File: src/rtl/rxo_pkg.sv
package rxo_pkg;
    localparam int RXO_ID_W   = 11;
    localparam int RXO_DLC_W  = 4;
    localparam int RXO_NBYTES = 8;
    localparam int RXO_DATA_W = RXO_NBYTES * 8;
    localparam int RXO_NBUF   = 2;
    localparam int RXO_CODE_W = 8;
    localparam logic [RXO_CODE_W-1:0] RXO_IRQ_CODE = 8'h02;

    typedef struct packed {
        logic [RXO_ID_W-1:0]   id;
        logic [RXO_DLC_W-1:0]  dlc;
        logic [RXO_DATA_W-1:0] data;
        logic                  rmt;
    } rxo_buf_t;

    typedef struct packed {
        logic [RXO_NBUF-1:0] alloc;
        logic                last;
        logic                lost;
    } rxo_ctl_t;
endpackage

File: src/rtl/rxo_alloc.sv
module rxo_alloc
    import rxo_pkg::*;
(
    input  logic                clk,
    input  logic                rst_n,
    input  logic                store_i,
    input  logic                rel_i,
    input  logic                lost_clr_i,
    output logic [RXO_NBUF-1:0] wr_en_o,
    output logic                head_o,
    output logic [RXO_NBUF-1:0] alloc_o,
    output logic                lost_o
);
    rxo_ctl_t ctl_d, ctl_q;
    logic     head;
    logic [RXO_NBUF-1:0] alloc_rel;
    logic     tgt;

    // Older buffer: with both full it is the one not written last.
    always_comb begin
        if (ctl_q.alloc == 2'b11)      head = ~ctl_q.last;
        else if (ctl_q.alloc == 2'b10) head = 1'b1;
        else                           head = 1'b0;
    end

    always_comb begin
        ctl_d     = ctl_q;
        wr_en_o   = '0;
        tgt       = 1'b0;
        alloc_rel = ctl_q.alloc;
        // Release first, then the store sees the freed buffer.
        if (rel_i) alloc_rel[head] = 1'b0;
        if (lost_clr_i) ctl_d.lost = 1'b0;
        if (store_i) begin
            if (alloc_rel == 2'b11) begin
                tgt        = ctl_q.last;
                ctl_d.lost = 1'b1;
            end else if (!alloc_rel[0]) begin
                tgt = 1'b0;
            end else begin
                tgt = 1'b1;
            end
            wr_en_o[tgt]   = 1'b1;
            alloc_rel[tgt] = 1'b1;
            ctl_d.last     = tgt;
        end
        ctl_d.alloc = alloc_rel;
    end

    always_ff @(posedge clk or negedge rst_n) begin
        if (!rst_n) ctl_q <= '0;
        else        ctl_q <= ctl_d;
    end

    assign head_o  = head;
    assign alloc_o = ctl_q.alloc;
    assign lost_o  = ctl_q.lost;
endmodule

File: src/rtl/rxo_buf.sv
module rxo_buf
    import rxo_pkg::*;
(
    input  logic                  clk,
    input  logic                  rst_n,
    input  logic                  wr_i,
    input  logic                  rmt_i,
    input  logic [RXO_ID_W-1:0]   id_i,
    input  logic [RXO_DLC_W-1:0]  dlc_i,
    input  logic [RXO_DATA_W-1:0] data_i,
    output rxo_buf_t              q_o
);
    rxo_buf_t buf_d, buf_q;

    always_comb begin
        buf_d = buf_q;
        if (wr_i) begin
            buf_d.id  = id_i;
            buf_d.rmt = rmt_i;
            if (!rmt_i) begin
                buf_d.dlc  = dlc_i;
                buf_d.data = data_i;
            end
        end
    end

    always_ff @(posedge clk or negedge rst_n) begin
        if (!rst_n) buf_q <= '0;
        else        buf_q <= buf_d;
    end

    assign q_o = buf_q;
endmodule

File: src/rtl/catchall_rx_obj.sv
module catchall_rx_obj
    import rxo_pkg::*;
(
    input  logic                  clk,
    input  logic                  rst_n,
    input  logic                  store_i,
    input  logic [RXO_ID_W-1:0]   st_id_i,
    input  logic [RXO_DLC_W-1:0]  st_dlc_i,
    input  logic                  st_rmt_i,
    input  logic [RXO_DATA_W-1:0] st_data_i,
    input  logic                  rel_i,
    input  logic                  lost_clr_i,
    input  logic                  rx_ie_i,
    output logic [RXO_ID_W-1:0]   id_o,
    output logic [RXO_DLC_W-1:0]  dlc_o,
    output logic [RXO_DATA_W-1:0] data_o,
    output logic                  newdat_o,
    output logic                  rmtpnd_o,
    output logic                  intpnd_o,
    output logic                  msglst_o,
    output logic [RXO_NBUF-1:0]   alloc_o,
    output logic [RXO_CODE_W-1:0] irq_code_o
);
    logic [RXO_NBUF-1:0] wr_en;
    logic                head;
    logic [RXO_NBUF-1:0] alloc;
    logic                lost;
    rxo_buf_t            bufs [RXO_NBUF];
    rxo_buf_t            view;

    rxo_alloc u_alloc (
        .clk        (clk),
        .rst_n      (rst_n),
        .store_i    (store_i),
        .rel_i      (rel_i),
        .lost_clr_i (lost_clr_i),
        .wr_en_o    (wr_en),
        .head_o     (head),
        .alloc_o    (alloc),
        .lost_o     (lost)
    );

    for (genvar g = 0; g < RXO_NBUF; g++) begin : g_buf
        rxo_buf u_buf (
            .clk    (clk),
            .rst_n  (rst_n),
            .wr_i   (wr_en[g]),
            .rmt_i  (st_rmt_i),
            .id_i   (st_id_i),
            .dlc_i  (st_dlc_i),
            .data_i (st_data_i),
            .q_o    (bufs[g])
        );
    end

    assign view       = bufs[head];
    assign id_o       = view.id;
    assign dlc_o      = view.dlc;
    assign data_o     = view.data;
    assign newdat_o   = alloc[head];
    assign rmtpnd_o   = alloc[head] & view.rmt;
    assign intpnd_o   = alloc[head] & rx_ie_i;
    assign msglst_o   = lost;
    assign alloc_o    = alloc;
    assign irq_code_o = ((|alloc) && rx_ie_i) ? RXO_IRQ_CODE : '0;
endmodule

File: config.mk
export PLATFORM = sky130hd
export DESIGN_NAME = catchall_rx_obj
export DESIGN_NICKNAME = d
export VERILOG_FILES = /design/src/rtl/rxo_pkg.sv /design/src/rtl/rxo_alloc.sv /design/src/rtl/rxo_buf.sv /design/src/rtl/catchall_rx_obj.sv
export SDC_FILE = /design/constraint.sdc
export NUM_CORES = 1
export LEC_CHECK = 0
export CAP_MARGIN = 5
export CORE_UTILIZATION = 30
export DETAILED_ROUTE_END_ITERATION = 10
export GPL_TIMING_DRIVEN = 1
export PLACE_DENSITY = 0.62
export SYNTH_ARGS = -nofsm -noshare
export SYNTH_HDL_FRONTEND = slang
export SYNTH_HIERARCHICAL = 1
export SYNTH_SLANG_ARGS = --single-unit
File: constraint.sdc
create_clock -name clk -period 6.1 [get_ports clk]
set_clock_uncertainty 0.05 [all_clocks]
set_input_delay 1.525 -clock clk [delete_from_list [all_inputs] [get_ports clk]]
set_output_delay 1.525 -clock clk [all_outputs]
set_load 0.01 [all_outputs]
Word level (Yosys, flattened, before mapping). Index checks and enable logic that the tools add are counted.

Muxes and demuxes: 21. Reductions and logical operators: 6. Eq/ne operators: 3. Magnitude comparators: 5. Bitwise operators: 8.

Operators with widths (number): 80-bit 2-to-1 mux (3); 1-bit 2-to-1 mux (12); 2-bit 2-to-1 mux (4); 2-bit == test, second input constant (3); 1-bit by 2-bit less-than comparator with 1-bit output, second input constant (2); 2-bit AND reduction (2); 1-bit logical AND (3); 1-bit bitwise AND (2); 2-bit bitwise AND (1); 1-bit demux with 1-bit select (2); 1-bit greater-or-equal comparator, second input constant (2); 2-bit greater-or-equal comparator, second input constant (1); 1-bit NOT (2); 1-bit NOT with 2-bit output (1); 2-bit NOT (1); 2-bit bitwise OR (1); 2-bit OR reduction (1).

Output and inout bits: 93. Input bits: 86. Logic and storage cells: 54. Register bits: 164.

Logic depth before layout (Yosys ltp). Gate-level depths: netlist of run 1.

Word-level depth: 19. Gate-level depth with buffers: 8. Depth with buffers taken out: 5.

By module. Netlist of run 1, hierarchy kept.

Modules (own cells, without submodules): rxo_buf (cells an instance 170, seq. area each 2001.9 µm², area an instance 3079.2 µm², times used 2); catchall_rx_obj (cells an instance 102, seq. area each 0.0 µm², area an instance 1111.1 µm², times used 1); rxo_alloc (cells an instance 27, seq. area each 100.1 µm², area an instance 241.5 µm², times used 1).

Least setup slack after synthesis of run 1. Ideal clock, no wire load.

Path type: input -> output. Start point: input port rx_ie_i. End point: output port intpnd_o. Path buffers: 0. Stages on the path: 1. Arrival: 1693 ps. Setup slack: 2832 ps. Data required time: 4525 ps. Cell sequence: and2_2.

Longest elaborated chain between the ends: 1.

RTL lines: start: declaration (RTL line catchall_rx_obj.sv:13) `input logic rx_ie_i,`; 1-bit bitwise AND (RTL line catchall_rx_obj.sv:62) `assign intpnd_o = alloc[head] & rx_ie_i;`; end: declaration (RTL line catchall_rx_obj.sv:19) `output logic intpnd_o,`.

No other way between the ends.

Worst setup path in the final report of run 1.
Start point: register u_alloc.ctl_q (netlist bit u_alloc/alloc_o[1]). End point: output port intpnd_o.

Longest elaborated chain between the ends: 6. Elaborated cells between the ends (all ways): 7. Classes of those cells: eq/ne: 2; mux: 4; bitwise: 1.

RTL lines: start: declaration (RTL line rxo_alloc.sv:14) `rxo_ctl_t ctl_d, ctl_q;`; start signal: assignment (RTL line rxo_alloc.sv:52) `else ctl_q <= ctl_d;`; 2-bit == test (RTL line rxo_alloc.sv:22) `else if (ctl_q.alloc == 2'b10) head = 1'b1;`; 1-bit 2-to-1 mux (RTL line rxo_alloc.sv:22); 1-bit 2-to-1 mux * (RTL line rxo_alloc.sv:21) `if (ctl_q.alloc == 2'b11) head = ~ctl_q.last;`; named net head (RTL line catchall_rx_obj.sv:25) `logic head;`; 1-bit 2-to-1 mux (implied by the code) * (2 in a row) (RTL line catchall_rx_obj.sv:62); 1-bit bitwise AND * (RTL line catchall_rx_obj.sv:62).

Mark *: on every way through the listed nets, which the timed path passes. The rest lies on a longest branch. The select of a mux whose other input is x is not followed.

==> impl_metrics.json, run 1 <==
{
  "status": "completed",
  "final_common_cell": "mux2_2",
  "place_ws_ps": 1720,
  "postRouteAntennaNets": 0,
  "synth-seq-cells": 164,
  "io_pins": 179,
  "synth-warning-count": 6,
  "cts_resized": 0,
  "fp.dieH_um": 160,
  "setup-violations-final": 0,
  "grt_pass1_wl_mm": 26.9,
  "tns_ps": 0,
  "yosys.area_share.adder_pct": 0,
  "root_buffer": "clkbuf_16",
  "antenna_found_initial": 0,
  "path_max_fanout": 48,
  "port_buffers": 171,
  "syn-cell-area_um2": 7510,
  "top_usage_layer": "met2",
  "cp_data_required_time_ps": 4530,
  "avgRoutedWirePerCell_um": 16.7,
  "route.vias.total": 4382,
  "place_congestion": 0.759,
  "fin_util_pct": 40.7,
  "crit_family": "buffers and inverters",
  "max_freq_ghz": 0.231,
  "fin_crit_ps": 4330,
  "cts_tree": "built",
  "postSynthCellCount": 469,
  "cts_sinks": 164,
  "drv_slew": 0,
  "start_kind": "flip-flop",
  "synth-compound-area-share_pct": 1.03,
  "arrival_ps": 2750,
  "hold_buffers": 0,
  "gr-usage-all-layers_pct": 13.3,
  "crit_path_end_kind": "output pin",
  "setup.worst_path.class": "reg -> out",
  "hold_viol_final": 0,
  "ys_seq_area_share_pct": 54.6,
  "dr.pass1.iters": 4,
  "max_slew_margin_pct": 47.5,
  "clkTransAtPathRegs_ps": 70,
  "cts_buffer_depth": 2,
  "rsz0062_at_grt": "false",
  "core-area_um2": 24500,
  "setup_ws_ps": 1770,
  "critPathMaxStageDelay_ps": 530,
  "p_per_area_nw_per_um2": 526,
  "rows": 57,
  "max_cap_violations": 0,
  "power_mw": 5.24,
  "synthXorXnorAreaFrac_pct": 0.117,
  "start_util_pct": 30.7,
  "routed_wl_mm": 16.3,
  "synth_top_family_by_area": "multiplexers",
  "dp_hpwl_mm": 10.7,
  "grt_use_met2_pct": 22.7,
  "syn_to_final_growth_pct": 32.6,
  "p_leak_nw": 4.08,
  "slowest_stage": "buf_4",
  "grt_pass1_vias": 5071,
  "dieArea_um2": 25700,
  "grt_start_max_net_pins": 84,
  "cts-htree-levels": 4,
  "postCtsSetupBuffers": 0,
  "synth.area.mux_share_pct": 38.0,
  "met1_usage_pct": 15.9,
  "max_slew.worst_pin.slew_ps": 787,
  "final_layout_size_suffix_gt1_share_pct": 44.0,
  "diodes": 0,
  "path_buf_inv": 3,
  "clock_latency_ps": 410,
  "cts_buffers": 17,
  "crit_path_cell_trace": "inv_1 > a21oi_4 > buf_4 > mux2_4 > and2_2 > clkdlybuf4s50_1",
  "grt_use_met3_pct": 3.51,
  "drt_iter0_drc": 130,
  "drc": 0,
  "syn_avg_cell_area_um2": 16.0,
  "finalCritPeriodShare_pct": 70.9,
  "peakVddDrop_mv": 0.234,
  "ys_types": 27,
  "grt-ovfl-total": 0,
  "die_w_um": 160,
  "viasPerCell": 4.51,
  "hold_path_class": "reg -> reg",
  "layout_common_cells": "mux2_2, clkdlybuf4s50_1, dfrtp_1",
  "yosys.area_share.simple_pct": 1.00,
  "fin_nets": 721
}
[Yosys cell counts]
cell type / instances / area, um^2
mux2_2: 199 / 2240
dfrtp_1: 164 / 4100
mux2_4: 41 / 616
buf_4: 17 / 128
clkbuf_8: 8 / 110
buf_6: 5 / 56.3
buf_2: 4 / 20.0
buf_8: 4 / 60.1
a21oi_1: 3 / 15.0
inv_1: 3 / 11.3
o21ai_0: 3 / 15.0
nand2_1: 2 / 7.51
nor2b_4: 2 / 27.5
a21boi_1: 1 / 7.51
a21o_1: 1 / 7.51
and2_2: 1 / 7.51
and3_1: 1 / 6.26
conb_1: 1 / 3.75
nand2b_1: 1 / 6.26
nand3_1: 1 / 5.00
nand4_1: 1 / 6.26
nor2b_2: 1 / 8.76
o211ai_1: 1 / 7.51
o21a_1: 1 / 7.51
o311ai_1: 1 / 8.76
o32ai_1: 1 / 8.76
xnor2_1: 1 / 8.76
[metal layers]
layer	vias to the layer above	part of all wire, %
li1	1988	-
met1	2265	43
met2	110	51
met3	19	4.3
met4	0	1.7
met5	-	0
[path summary, 6_finish.rpt]
check | cells after the start | startpoint | to | slack (ps)
worst max-delay path | 6 | u_alloc/alloc_o[1]$_DFF_PN0_ | intpnd_o | 1770
worst min-delay path | 1 | g_buf[1].u_buf/q_o[16]$_DFFE_PN0P_ | g_buf[1].u_buf/q_o[16]$_DFFE_PN0P_ | 450
worst max register to register | 6 | u_alloc/alloc_o[1]$_DFF_PN0_ | g_buf[1].u_buf/q_o[34]$_DFFE_PN0P_ | 3160
worst min register to register | 1 | g_buf[1].u_buf/q_o[16]$_DFFE_PN0P_ | g_buf[1].u_buf/q_o[16]$_DFFE_PN0P_ | 450
max in group asynchronous | 2 | rst_n | g_buf[0].u_buf/q_o[30]$_DFFE_PN0P_ | 3930
min in group asynchronous | 1 | rst_n | g_buf[0].u_buf/q_o[71]$_DFFE_PN0P_ | 1070
[cell type report]
class | instances | area [um^2]
fill | 2243 | 14500
sequential | 164 | 4100
multi-input combinational | 270 | 3060
timing repair buffer | 179 | 1790
clock buffer | 18 | 429
tap | 324 | 405
clock inverter | 14 | 169
inverter | 3 | 11.3
[worst reg2reg max path, delay by kind of cell, from the launching register on]
kind,cells,cell delay (ps)
xor gates and xnor gates,1,230
buffers and inverters,1,520
DFF,1,460
muxes,1,450
and+or+nand+nor,3,1120
[state kept, by name (all words and copies together) (netlist names)]
register,count
u_alloc/ctl_q,1
u_alloc/alloc_o,2
u_alloc/lost_o,1
g_buf.u_buf/q_o,160
[logic make-up (layout without fill, tap and decap cells)]
logic type | count (synthesis) | in the layout
other | 1 | 7
AO/OA/AOI/OAI | 12 | 12
multiplexers | 240 | 240
buffers and inverters | 41 | 214
flip-flops | 164 | 164
XOR/XNOR | 1 | 1
AND/OR/NAND/NOR | 10 | 10
[where the power goes]
group	internal (mW)	switching (mW)
clock network	0.619	0.474
registers	1.60	0.257
logic	1.48	0.808
[through the flow]
step	instances	cell area (um^2)	hold WS (ps)
2_1_floorplan	475	7530	425
3_3_place_gp	940	9360	433
3_5_place_dp	940	9360	439
4_1_cts	972	9960	455
5_1_grt	972	9960	467
6_report	972	9960	452
(Power assumes the default switching activity.)
==> inputs of run 2 (changes only) <==
Clock period 6.1 ns to 4.4 ns, I/O delays scaled along.
==> run 2 against run 1 <==
- non-clock buffer count grew 1
- die area is the same
- global-route usage about the same
- sequential power rose by 38%
- combinational power increased by 39%
- critical path type unchanged
- cell count rose by 0.10%
- total power increased by 40%
- critical endpoint is now data_o[34]
- flip-flop and latch count unchanged
- via count shrank 0.50%
- register-to-register slack got worse by 1400 ps
- largest cell class unchanged
==> impl_metrics.json, run 2 (synthesis results as in run 1) <==
{
  "layout_common_cells": "mux2_2, clkdlybuf4s50_1, dfrtp_1",
  "final_layout_size_suffix_gt1_share_pct": 43.9,
  "fin_crit_ps": 3810,
  "route.vias.total": 4360,
  "core-area_um2": 24500,
  "tns_ps": 0,
  "drt_iter0_drc": 159,
  "grt_use_met2_pct": 22.0,
  "setup-violations-final": 0,
  "die_w_um": 160,
  "postCtsSetupBuffers": 0,
  "peakVddDrop_mv": 0.262,
  "status": "completed",
  "fp.dieH_um": 160,
  "port_buffers": 171,
  "start_util_pct": 30.7,
  "gr-usage-all-layers_pct": 13.3,
  "max_cap_violations": 0,
  "grt_start_max_net_pins": 94,
  "cts_buffer_depth": 2,
  "arrival_ps": 2660,
  "dp_hpwl_mm": 10.6,
  "viasPerCell": 4.48,
  "fin_nets": 722,
  "grt_pass1_wl_mm": 26.9,
  "p_leak_nw": 4.10,
  "grt-ovfl-total": 0,
  "finalCritPeriodShare_pct": 86.6,
  "routed_wl_mm": 16.1,
  "max_slew_margin_pct": 40.8,
  "avgRoutedWirePerCell_um": 16.6,
  "top_usage_layer": "met2",
  "antenna_found_initial": 0,
  "diodes": 0,
  "clock_latency_ps": 420,
  "cts_resized": 0,
  "hold_viol_final": 0,
  "n_fill_cell": 2259,
  "final_common_cell": "mux2_2",
  "syn_to_final_growth_pct": 33.3,
  "hold_path_class": "reg -> reg",
  "setup.worst_path.class": "reg -> out",
  "max_freq_ghz": 0.263,
  "max_slew.worst_pin.slew_ps": 888,
  "cp_data_required_time_ps": 3250,
  "regArea_um2": 4100,
  "drv_slew": 0,
  "cts_sinks": 164,
  "stdcell_count": 973,
  "clkTransAtPathRegs_ps": 70,
  "crit_path_end_kind": "output pin",
  "start_kind": "flip-flop",
  "cts_buffers": 17,
  "rows": 57,
  "rsz0062_at_grt": "false",
  "hold_buffers": 0,
  "root_buffer": "clkbuf_16",
  "grt_use_met3_pct": 3.27,
  "dieArea_um2": 25700,
  "largest_reg_flops": 160,
  "p_per_area_nw_per_um2": 733,
  "place_congestion": 0.746,
  "postRouteAntennaNets": 0,
  "met1_usage_pct": 17.1,
  "path_max_fanout": 36,
  "dr.pass1.iters": 4,
  "fin_util_pct": 40.9,
  "grt_pass1_vias": 4992,
  "place_inst": 941,
  "io_pins": 179,
  "cts_tree": "built",
  "multi_input_area_um2": 3060,
  "drc": 0,
  "cts-htree-levels": 4
}
[run 2: worst max-delay path: stages (launching register included)]
cell             delay, ps
dfrtp_1                500
inv_1                  160
a21oi_4                180
buf_4                  460
mux2_2                 400
clkdlybuf4s50_1        500
[run 2: per-stage QoR]
stage / cell area, um^2 / power, mW / setup slack [ps] / hold slack, ps
floorplan: 7530 / 4.44 / 1830 / 425
global placement: 9380 / 5.71 / 826 / 433
detailed placement: 9380 / 5.82 / 803 / 439
CTS: 10000 / 7.48 / 547 / 457
global route: 10000 / 7.79 / 405 / 465
finish: 10000 / 7.34 / 592 / 452
[run 2: power by group]
group          total (mW)  internal (mW)  switching, mW
Combinational        3.18           2.06           1.11
Clock                1.60          0.964          0.634
Sequential           2.57           2.22          0.352
[run 2: final timing paths]
kind / startpoint / to / slack (ps) / cells after the start
max in group asynchronous: rst_n / g_buf[0].u_buf/q_o[27]$_DFFE_PN0P_ / 2680 / 2
min in group asynchronous: rst_n / g_buf[0].u_buf/q_o[78]$_DFFE_PN0P_ / 690 / 1
worst min-delay path: g_buf[1].u_buf/q_o[79]$_DFFE_PN0P_ / g_buf[1].u_buf/q_o[79]$_DFFE_PN0P_ / 450 / 1
worst max-delay path: u_alloc/alloc_o[1]$_DFF_PN0_ / data_o[34] / 590 / 5
worst max register to register: u_alloc/alloc_o[1]$_DFF_PN0_ / g_buf[1].u_buf/q_o[41]$_DFFE_PN0P_ / 1800 / 7
worst min register to register: g_buf[1].u_buf/q_o[79]$_DFFE_PN0P_ / g_buf[1].u_buf/q_o[79]$_DFFE_PN0P_ / 450 / 1
[run 2: layout make-up]
class / count / share of cell area, %
clock buffers: 19 / 4.32
clock inverters: 13 / 1.97
inverters: 3 / 0.112
multi-input cells: 270 / 30.5
flip-flops and latches: 164 / 41.0
well taps: 324 / 4.05
repair buffers: 180 / 18.0
[run 2: metal layers]
metal / wire [um] / part of all wire (%)
met1: 7200 / 45
met2: 8100 / 50
met3: 588 / 3.6
met4: 224 / 1.4
met5: 0 / 0
==> inputs of run 3 (changes only) <==
Settings changed: CORE_MARGIN from default to 2.
Clock period 4.4 ns to 4.2 ns, I/O delays scaled along.
==> run 3 against run 2 <==
- sequential power rose by 5%
- largest cell class unchanged
- total power increased by 1.9%
- combinational power is 5% higher
- routed wire length decreased by 1.7%
- critical endpoint is now data_o[27]
- cell count unchanged
- cell area down 0.62%
- highest routed layer unchanged
- critical path type unchanged
- clock power is 10% lower
- worst setup slack got worse by 35 ps
- die area increased by 2.5%
- flip-flop and latch count unchanged
==> impl_metrics.json, run 3 (synthesis results as in run 1) <==
{
  "viasPerCell": 4.47,
  "grt_pass1_vias": 4836,
  "hold_buffers": 0,
  "dieArea_um2": 26300,
  "antenna_found_initial": 0,
  "fin_crit_ps": 3640,
  "rows": 57,
  "cts-htree-levels": 4,
  "max_slew_margin_pct": 49.9,
  "cts_buffer_depth": 2,
  "avgRoutedWirePerCell_um": 16.3,
  "cts_sinks": 164,
  "grt_pass1_wl_mm": 25.7,
  "final_layout_size_suffix_gt1_share_pct": 43.9,
  "port_buffers": 171,
  "cts_buffers": 17,
  "layout_common_cells": "mux2_2, clkdlybuf4s50_1, dfrtp_1",
  "whs_path_depth": 1,
  "dp_hpwl_mm": 10.4,
  "setup-violations-final": 0,
  "fin_nets": 722,
  "dr.pass1.iters": 4,
  "crit_path_end_kind": "output pin",
  "final_common_cell": "mux2_2",
  "route.vias.total": 4345,
  "arrival_ps": 2540,
  "syn_to_final_growth_pct": 32.5,
  "p_leak_nw": 4.06,
  "clock_latency_ps": 410,
  "largest_reg_flops": 160,
  "die_w_um": 162,
  "place_congestion": 0.748,
  "postCtsSetupBuffers": 0,
  "max_slew.worst_pin.slew_ps": 751,
  "fin_util_pct": 40.7,
  "hold_viol_final": 0,
  "grt_start_max_net_pins": 87,
  "rr_worst_depth": 7,
  "drv_slew": 0,
  "root_buffer": "clkbuf_16",
  "cts_tree": "built",
  "start_util_pct": 30.7,
  "finalCritPeriodShare_pct": 86.7,
  "max_freq_ghz": 0.274,
  "tns_ps": 0,
  "rsz0062_at_grt": "false",
  "core-area_um2": 24500,
  "hold_path_class": "reg -> reg",
  "peakVddDrop_mv": 0.299,
  "drt_iter0_drc": 170,
  "gr-usage-all-layers_pct": 12.3,
  "diodes": 0,
  "postRouteAntennaNets": 0,
  "cts_resized": 0,
  "start_kind": "flip-flop",
  "clkTransAtPathRegs_ps": 60,
  "worstHoldStart": "g_buf[0].u_buf/q_o[34]$_DFFE_PN0P_",
  "status": "completed",
  "min_to": "g_buf[0].u_buf/q_o[34]$_DFFE_PN0P_",
  "cp_data_required_time_ps": 3100,
  "r2r_setup_slack_ps": 1760,
  "grt-ovfl-total": 0,
  "place_ws_ps": 781,
  "setup_ws_ps": 557,
  "r2r_end": "g_buf[0].u_buf/q_o[25]$_DFFE_PN0P_",
  "routed_wl_mm": 15.8,
  "r2r-start": "u_alloc/alloc_o[1]$_DFF_PN0_",
  "p_per_area_nw_per_um2": 752,
  "drc": 0,
  "max_cap_violations": 0,
  "setup.worst_path.class": "reg -> out",
  "path_max_fanout": 30,
  "n_fill_cell": 2241,
  "fp.dieH_um": 162,
  "io_pins": 179
}
[run 3: cell types whose count changed in the layout (fill, tap and decap cells not counted)]
cell        delta
bufinv_16      -4
clkbuf_8       +1
buf_12         +2
buf_4          -2
clkinvlp_4     +2
inv_8          -2
inv_6          +2
clkinv_4       +1
[run 3: worst max-delay path: stages (launching register included)]
cell	delay [ps]
dfrtp_1	470
inv_1	150
a21oi_4	170
buf_4	420
mux2_2	410
clkdlybuf4s50_1	490
[run 3: how the worst max path moves through the flow]
stage	from	endpoint	depth (start not counted)
after floorplan	store_i	g_buf[0].u_buf/q_o[44]$_DFFE_PN0P_	7
after global placement	rel_i	g_buf[1].u_buf/q_o[31]$_DFFE_PN0P_	7
after detailed placement	rel_i	g_buf[1].u_buf/q_o[30]$_DFFE_PN0P_	7
after CTS	u_alloc/alloc_o[1]$_DFF_PN0_	data_o[27]	5
after global routing	u_alloc/alloc_o[1]$_DFF_PN0_	data_o[32]	5
final	u_alloc/alloc_o[1]$_DFF_PN0_	data_o[27]	5
[run 3: power by group]
part           switching, mW  internal, mW  total [mW]
registers              0.376          2.32        2.70
clock network          0.658         0.782        1.44
logic                   1.18          2.17        3.35
total                   2.21          5.27        7.49
[run 3: layout make-up]
type / instances / area (um^2) / area share [%]
repair buffers: 180 / 1830 / 18.4
multi-input cells: 270 / 3060 / 30.7
clock buffers: 20 / 447 / 4.49
well taps: 324 / 405 / 4.07
clock inverters: 12 / 96.3 / 0.968
inverters: 3 / 11.3 / 0.113
flip-flops and latches: 164 / 4100 / 41.2
[run 3: routing by layer]
| layer | routed length, um | track usage (%) |
|---|---|---|
| met5 | 0 | 0 |
| met4 | 157 | 3.54 |
| met3 | 746 | 3.29 |
| met2 | 7850 | 21.0 |
| met1 | 7100 | 15.2 |
[run 3: metrics by stage]
stage          instances  cell area (um^2)  hold slack (ps)  power, mW
3_3_place_gp         941              9410              433       5.99
6_report             973              9950              451       7.49
5_1_grt              973              9950              464       7.92
2_1_floorplan        475              7530              425       4.66
3_5_place_dp         941              9410              439       6.10
4_1_cts              973              9950              456       7.60
